**config.mk**
```make
export PLATFORM = sky130hd
export DESIGN_NAME = tw_holdover_avg
export DESIGN_NICKNAME = d
export VERILOG_FILES = /design/src/rtl/tw_hold_pkg.sv /design/src/rtl/tw_strobe_gen.sv /design/src/rtl/tw_hold_ctrl.sv /design/src/rtl/tw_window_avg.sv /design/src/rtl/tw_holdover_avg.sv
export SDC_FILE = /design/constraint.sdc
export NUM_CORES = 1
export LEC_CHECK = 0
export BUFFER_PORTS_ARGS = -buffer_cell sky130_fd_sc_hd__buf_2
export CAP_MARGIN = 20
export CORE_ASPECT_RATIO = 0.5
export CORE_MARGIN = 4
export CORE_UTILIZATION = 40
export DETAILED_ROUTE_END_ITERATION = 10
export GPL_ROUTABILITY_DRIVEN = 1
export GPL_TIMING_DRIVEN = 0
export PLACE_DENSITY = 0.57
export SKIP_CTS_REPAIR_TIMING = 1
export SYNTH_ARGS = -nofsm -noshare
export SYNTH_HDL_FRONTEND = slang
export SYNTH_SLANG_ARGS = --single-unit
```
**constraint.sdc**
```tcl
create_clock -name clk -period 8.5 [get_ports clk]
set_clock_uncertainty 0.15 [all_clocks]
set_input_delay 1.7 -clock clk [delete_from_list [all_inputs] [get_ports clk]]
set_output_delay 1.7 -clock clk [all_outputs]
set_load 0.05 [all_outputs]
```
**src/rtl/tw_hold_pkg.sv**
```systemverilog
// Shared types and helpers for the holdover tuning word averager.
// Assumes exponents never exceed 31.
package tw_hold_pkg;

    typedef enum logic {
        ST_TRACK = 1'b0,
        ST_HOLD  = 1'b1
    } hold_state_e;

    // Low-order mask of e ones, for power-of-two counters and windows.
    function automatic logic [31:0] ones_mask(input int unsigned e);
        return (32'd1 << e) - 32'd1;
    endfunction

endpackage

```
**src/rtl/tw_strobe_gen.sv**
```systemverilog
// Sample strobe generator: free-running counter from reset; strobe when the
// low div_exp counter bits are all ones, so the rate is clk / 2^div_exp.
// Assumes div_exp <= 2^EXP_W - 1.
module tw_strobe_gen
    import tw_hold_pkg::*;
#(
    parameter int EXP_W = 4
) (
    input  logic             clk,
    input  logic             rst_n,
    input  logic [EXP_W-1:0] div_exp,
    output logic             strobe
);
    localparam int CNT_W = (1 << EXP_W) - 1;

    logic [CNT_W-1:0] cnt_q;
    logic [CNT_W-1:0] sel_mask;

    // Free-running phase counter.
    always_ff @(posedge clk) begin
        if (!rst_n) cnt_q <= '0;
        else        cnt_q <= cnt_q + 1'b1;
    end

    // Mask of the bits that must all be ones for a strobe.
    always_comb begin
        sel_mask = CNT_W'(ones_mask(32'(div_exp)));
        strobe   = ((cnt_q & sel_mask) == sel_mask);
    end

endmodule

```
**src/rtl/tw_hold_ctrl.sv**
```systemverilog
// Holdover controller and reference selector.
// Holdover priority: manual override, then pin, then gated automatic request.
// Reference priority: manual override, then automatic choice, then pin.
module tw_hold_ctrl
    import tw_hold_pkg::*;
(
    input  logic clk,
    input  logic rst_n,
    input  logic auto_req,
    input  logic auto_hold_en,
    input  logic auto_recover_en,
    input  logic hold_pin,
    input  logic hold_ovr,
    input  logic hold_manual,
    input  logic ref_auto_b,
    input  logic auto_sel_en,
    input  logic ref_pin_b,
    input  logic ref_ovr,
    input  logic ref_manual_b,
    output logic hold_q,
    output logic hold_d,
    output logic ref_sel_b
);
    hold_state_e st_q, st_d;

    // Next holdover state by priority.
    always_comb begin
        st_d = st_q;
        if (hold_ovr) begin
            st_d = hold_manual ? ST_HOLD : ST_TRACK;
        end else if (hold_pin) begin
            st_d = ST_HOLD;
        end else begin
            case (st_q)
                ST_TRACK: if (auto_req && auto_hold_en)     st_d = ST_HOLD;
                ST_HOLD:  if (!auto_req && auto_recover_en) st_d = ST_TRACK;
                default:  st_d = ST_TRACK;
            endcase
        end
    end

    // Holdover state register.
    always_ff @(posedge clk) begin
        if (!rst_n) st_q <= ST_TRACK;
        else        st_q <= st_d;
    end

    // Registered reference selection.
    always_ff @(posedge clk) begin
        if (!rst_n)           ref_sel_b <= 1'b0;
        else if (ref_ovr)     ref_sel_b <= ref_manual_b;
        else if (auto_sel_en) ref_sel_b <= ref_auto_b;
        else                  ref_sel_b <= ref_pin_b;
    end

    assign hold_q = (st_q == ST_HOLD);
    assign hold_d = (st_d == ST_HOLD);

    AST_OVR_DECIDES: assert property (@(posedge clk) disable iff (!rst_n)
        hold_ovr |=> (hold_q == $past(hold_manual)));
    AST_PIN_FORCES: assert property (@(posedge clk) disable iff (!rst_n)
        (!hold_ovr && hold_pin) |=> hold_q);
    AST_NO_AUTO_ENTRY: assert property (@(posedge clk) disable iff (!rst_n)
        (!hold_q && !hold_ovr && !hold_pin && !auto_hold_en) |=> !hold_q);
    AST_NO_AUTO_EXIT: assert property (@(posedge clk) disable iff (!rst_n)
        (hold_q && !hold_ovr && !auto_recover_en) |=> hold_q);
    AST_REF_MANUAL: assert property (@(posedge clk) disable iff (!rst_n)
        ref_ovr |=> (ref_sel_b == $past(ref_manual_b)));

endmodule

```
**src/rtl/tw_window_avg.sv**
```systemverilog
// Tumbling-window averager: sums 2^win_exp samples, then publishes
// sum >> win_exp and marks it valid. The restart input empties the window
// and clears validity. The accumulator carries 2^EXP_W-1 guard bits, so the
// largest window cannot overflow.
module tw_window_avg
    import tw_hold_pkg::*;
#(
    parameter int TW_W  = 24,
    parameter int EXP_W = 4
) (
    input  logic             clk,
    input  logic             rst_n,
    input  logic             sample_en,
    input  logic             restart,
    input  logic [TW_W-1:0]  tw_in,
    input  logic [EXP_W-1:0] win_exp,
    output logic [TW_W-1:0]  avg_word,
    output logic             avg_valid
);
    localparam int GUARD = (1 << EXP_W) - 1;
    localparam int ACC_W = TW_W + GUARD;

    logic [ACC_W-1:0] acc_q;
    logic [GUARD-1:0] cnt_q;
    logic [ACC_W:0]   sum_ext;
    logic             win_last;

    // Running sum with the new sample and end-of-window detection.
    always_comb begin
        sum_ext  = {1'b0, acc_q} + {{(ACC_W + 1 - TW_W){1'b0}}, tw_in};
        win_last = (cnt_q == GUARD'(ones_mask(32'(win_exp))));
    end

    // Accumulate, close windows and publish averages.
    always_ff @(posedge clk) begin
        if (!rst_n || restart) begin
            acc_q     <= '0;
            cnt_q     <= '0;
            avg_valid <= 1'b0;
            if (!rst_n) avg_word <= '0;
        end else if (sample_en) begin
            if (win_last) begin
                acc_q     <= '0;
                cnt_q     <= '0;
                avg_word  <= TW_W'(sum_ext[ACC_W-1:0] >> win_exp);
                avg_valid <= 1'b1;
            end else begin
                acc_q <= sum_ext[ACC_W-1:0];
                cnt_q <= cnt_q + 1'b1;
            end
        end
    end

    AST_NO_OVERFLOW: assert property (@(posedge clk) disable iff (!rst_n)
        sample_en |-> !sum_ext[ACC_W]);
    AST_VALID_ON_SAMPLE: assert property (@(posedge clk) disable iff (!rst_n)
        $rose(avg_valid) |-> $past(sample_en));
    AST_RESTART_CLEARS: assert property (@(posedge clk) disable iff (!rst_n)
        restart |=> !avg_valid);

endmodule

```
**src/rtl/tw_holdover_avg.sv**
```systemverilog
// Top: holdover tuning word averager. Samples the loop tuning word on a
// divided strobe, averages over 2^N windows, and freezes the output on
// holdover entry to the last word or to the window average.
// Assumes configuration inputs are quasi-static within a window.
module tw_holdover_avg
    import tw_hold_pkg::*;
#(
    parameter int TW_W  = 24,
    parameter int EXP_W = 4
) (
    input  logic             clk,
    input  logic             rst_n,
    input  logic [TW_W-1:0]  tw_in,
    input  logic [EXP_W-1:0] win_exp,
    input  logic [EXP_W-1:0] div_exp,
    input  logic             avg_mode,
    input  logic             auto_req,
    input  logic             auto_hold_en,
    input  logic             auto_recover_en,
    input  logic             hold_pin,
    input  logic             hold_ovr,
    input  logic             hold_manual,
    input  logic             ref_auto_b,
    input  logic             auto_sel_en,
    input  logic             ref_pin_b,
    input  logic             ref_ovr,
    input  logic             ref_manual_b,
    output logic [TW_W-1:0]  tw_out,
    output logic             holdover,
    output logic             avg_valid,
    output logic             ref_sel_b
);
    logic            strobe;
    logic            hold_q, hold_d;
    logic            entering, leaving, sample_en;
    logic [TW_W-1:0] avg_word;

    tw_strobe_gen #(.EXP_W(EXP_W)) strobe_i (
        .clk     (clk),
        .rst_n   (rst_n),
        .div_exp (div_exp),
        .strobe  (strobe)
    );

    tw_hold_ctrl ctrl_i (
        .clk             (clk),
        .rst_n           (rst_n),
        .auto_req        (auto_req),
        .auto_hold_en    (auto_hold_en),
        .auto_recover_en (auto_recover_en),
        .hold_pin        (hold_pin),
        .hold_ovr        (hold_ovr),
        .hold_manual     (hold_manual),
        .ref_auto_b      (ref_auto_b),
        .auto_sel_en     (auto_sel_en),
        .ref_pin_b       (ref_pin_b),
        .ref_ovr         (ref_ovr),
        .ref_manual_b    (ref_manual_b),
        .hold_q          (hold_q),
        .hold_d          (hold_d),
        .ref_sel_b       (ref_sel_b)
    );

    // Transition decode and sampling gate: sample only while tracking.
    always_comb begin
        entering  = hold_d && !hold_q;
        leaving   = hold_q && !hold_d;
        sample_en = strobe && !hold_q && !hold_d;
    end

    tw_window_avg #(.TW_W(TW_W), .EXP_W(EXP_W)) avg_i (
        .clk       (clk),
        .rst_n     (rst_n),
        .sample_en (sample_en),
        .restart   (leaving),
        .tw_in     (tw_in),
        .win_exp   (win_exp),
        .avg_word  (avg_word),
        .avg_valid (avg_valid)
    );

    // Output word: live on strobes, frozen choice on holdover entry.
    always_ff @(posedge clk) begin
        if (!rst_n) begin
            tw_out <= '0;
        end else if (entering) begin
            if (avg_mode && avg_valid) tw_out <= avg_word;
        end else if (sample_en) begin
            tw_out <= tw_in;
        end
    end

    assign holdover = hold_q;

    AST_FROZEN_OUT: assert property (@(posedge clk) disable iff (!rst_n)
        holdover |=> (holdover -> $stable(tw_out)));
    AST_EXIT_INVALID: assert property (@(posedge clk) disable iff (!rst_n)
        $fell(holdover) |-> !avg_valid);

endmodule

```
==> reports/qor.txt <==
H-tree depth: 4
beginning of the worst hold path: avg_i.avg_valid$_SDFFE_PP0P_
leakage: 4.34 nW
Core Box Area: 23200 µm²
Hold/Removal Path Class: reg -> reg
Die ar.: 26600 µm²
first-pass GRT wire length: 52900 µm
area occupied by multi-input gates: 6400 µm²
Yosys cell types: 91
FF-to-FF Start: avg_i.acc_q[18]$_SDFFE_PP0P_
number of synthesized flops with an enable pin: 24
sequential area share after synthesis: 0.276
Vias/cell: 6.08
Seq cells post-synth: 120
WL/cell: 21.9 µm
WS Path Type: in -> reg
nature of the critical path endpoint: register
NumNets Final: 1337
VDD IR-drop max: 0.000142 V
Mapped Avg Cell Area: 8.16 µm²
GP Congestion: 0.974
Pwr Density: 145 nW/µm²
Synth Instances: 1172
post-route minimum period: 6800 ps
Worst Path Required: 8500 ps
Max-slew headroom: 0.370
WL final: 34600 µm
ANT nets after route: 0
CTS tree: built
Starting Density: 0.413
crit-path max FO: 19
Setup-failing EPs final: 0
TritonRoute pass-1 iters: 6
vias post-DR: 9615
dominant synthesized flop cell: dfxtp_1
critical path arrival: 6800 ps
vias in the first global route: 8940
clock-pin slew on the worst setup and hold paths: 60 ps
Worst-Skew Late Latency: 450 ps
max cap viols: 0
Antenna diodes: 0
num ports: 73
grt ovf: 0
Die Wd: 227 µm
Port Buf Inserts: 70
DRC violations left: 0
CTS buffer count: 17
GRT Total Usage: 0.257
Fillers: 2347
CP Launch Type: primary input
RSZ-0062 raised after global routing: false
Syn Nets: 1247
Root Driver: clkbuf_16
clk buf depth: 2
largest net degree at the start of global routing: 20
synth warn: 0
Hold Vio Cnt, Final: 0
fraction of layout cells with a size suffix above 1: 0.150
CP Launch Point: win_exp[1]
FMAX: 147 MHz
initial antenna violation count: 0
Worst-Margin Slew: 937 ps
final worst-path cycle share: 0.800
total area of sequential cells: 2640 µm²
Inst Count DP: 1550
Slew Limit Fails: 0
post-placement cell area: 10300 µm²
Mapped Area: 9560 µm²
row cnt: 39
Final HPWL DP: 27000 µm
DIE HEIGHT: 117 µm
Non-Filler Instances: 1582
Final Cell Area: 10900 µm²
P&R area growth vs syn: 14.0%
First DRT Iteration DRCs: 1069
post-synthesis async set-or-reset flop share: 0
run status: complete, no violations
final setup TNS: 0 ps
CTS sink cnt: 120
[through the flow]
| step | setup WS [ps] | hold slack (ps) | power [W] | util |
|---|---|---|---|---|
| after CTS | 1820 | 328 | 0.00158 | 0.470 |
| after detailed placement | 1370 | 320 | 0.000856 | 0.445 |
| after floorplan | 2810 | 286 | 0.000770 | - |
| after global routing | 1310 | 356 | 0.00164 | 0.470 |
| after global placement | 930 | 299 | 0.000854 | 0.444 |
| final | 1700 | 328 | 0.00158 | 0.470 |
[worst max-delay path, cell delays in order]
cell      delay [ps]
clkbuf_1         380
clkbuf_1         530
buf_1            480
clkbuf_1         530
nor2_1           240
nand2_1          140
ha_1             230
clkbuf_1         370
a22oi_1          160
o32ai_1          220
xor2_1           110
nor4_1           470
and3_1           270
nand2b_1         240
nand2_1          460
buf_16           230
[kinds of logic (layout without fill, tap and decap cells)]
| group | count (synthesis) | after routing | synth area share |
|---|---|---|---|
| flip-flops | 120 | 120 | 0.276 |
| multiplexers | 82 | 82 | 0.105 |
| AO/OA/AOI/OAI | 326 | 326 | 0.246 |
| AND/OR/NAND/NOR | 419 | 419 | 0.213 |
| XOR/XNOR | 73 | 73 | 0.0669 |
| adder cells (fa/ha/maj) | 29 | 29 | 0.0387 |
| buffers and inverters | 123 | 226 | 0.0547 |
[flip-flops by register name, indices dropped and copies added, names as in the netlist]
register	cells
avg_i.avg_valid	1
tw_out	24
ctrl_i.ref_sel_b	1
strobe_i.cnt_q	15
ctrl_i.hold_q	1
avg_i.acc_q	39
avg_i.avg_word	24
avg_i.cnt_q	15
[cell type report]
class	count	share of cell area
buffer	94	0.0380
clock buffer	18	0.0403
clock inverter	14	0.0125
inverter	29	0.00999
multi-input combinational	929	0.587
sequential	120	0.242
tap	307	0.0352
timing repair buffer	71	0.0347
[metal layers]
| layer | share of wire | global-route usage | up-vias |
|---|---|---|---|
| li1 | - | - | 4494 |
| met1 | 0.48 | 0.381 | 4665 |
| met2 | 0.42 | 0.381 | 403 |
| met3 | 0.073 | 0.0429 | 53 |
| met4 | 0.022 | 0.0771 | 0 |
| met5 | 0 | 0 | - |
[power by group]
group / switching, W / internal [W] / total [W]
Clock: 0.000311 / 0.000417 / 0.000728
Sequential: 0.00000482 / 0.000593 / 0.000598
Combinational: 0.000165 / 0.0000886 / 0.000253
Total: 0.000480 / 0.00110 / 0.00158
[synthesized netlist by cell type, drive strengths merged, types with 8 or more instances]
library cell  number  area, µm²
nor2             116        435
nand2            105        397
a21oi            102        537
dfxtp             96       1920
clkbuf            62        235
o21ai             57        289
mux2i             54        541
xnor2             51        447
nor3              46        240
buf               32        179
nand3             32        160
ha                28        350
inv               27        101
o211a             25        250
edfxtp            24        721
a211oi            23        215
and2              22        138
xor2              22        193
nand4             17        113
or3               16        100
mux2              15        169
mux4              13        293
o211ai            12       95.1
a31oi             11       68.8
and3              11       68.8
nor3b             11       82.6
a21o               9       75.1
a2111oi            8        134
a21boi             8       60.1
nand2b             8       50.1
nand3b             8       60.1
nor4               8       56.3
o21a               8       60.1
[placed cells by master, fill, tap and decap left out, types with 26 or more instances in the layout]
| cell type | synthesis | final |
|---|---|---|
| nor2_1 | 116 | 116 |
| a21oi_1 | 99 | 99 |
| nor3_1 | 44 | 44 |
| o21ai_0 | 52 | 52 |
| nand2_1 | 104 | 104 |
| buf_2 | 19 | 89 |
| ha_1 | 28 | 28 |
| nand3_1 | 32 | 32 |
| dfxtp_1 | 96 | 96 |
| inv_1 | 26 | 26 |
| clkbuf_1 | 60 | 60 |
| xnor2_1 | 51 | 51 |
| mux2i_1 | 54 | 54 |
[final timing paths]
kind,end,slack (ps),depth (start not counted)
max,avg_i.avg_word[0]$_SDFFCE_PP0P_,1700,16
min,avg_i.avg_valid$_SDFFE_PP0P_,330,2
max reg2reg,avg_i.avg_word[10]$_SDFFCE_PP0P_,3910,11
min reg2reg,avg_i.avg_valid$_SDFFE_PP0P_,330,2
Note: power is estimated with default switching activity, not from simulation.
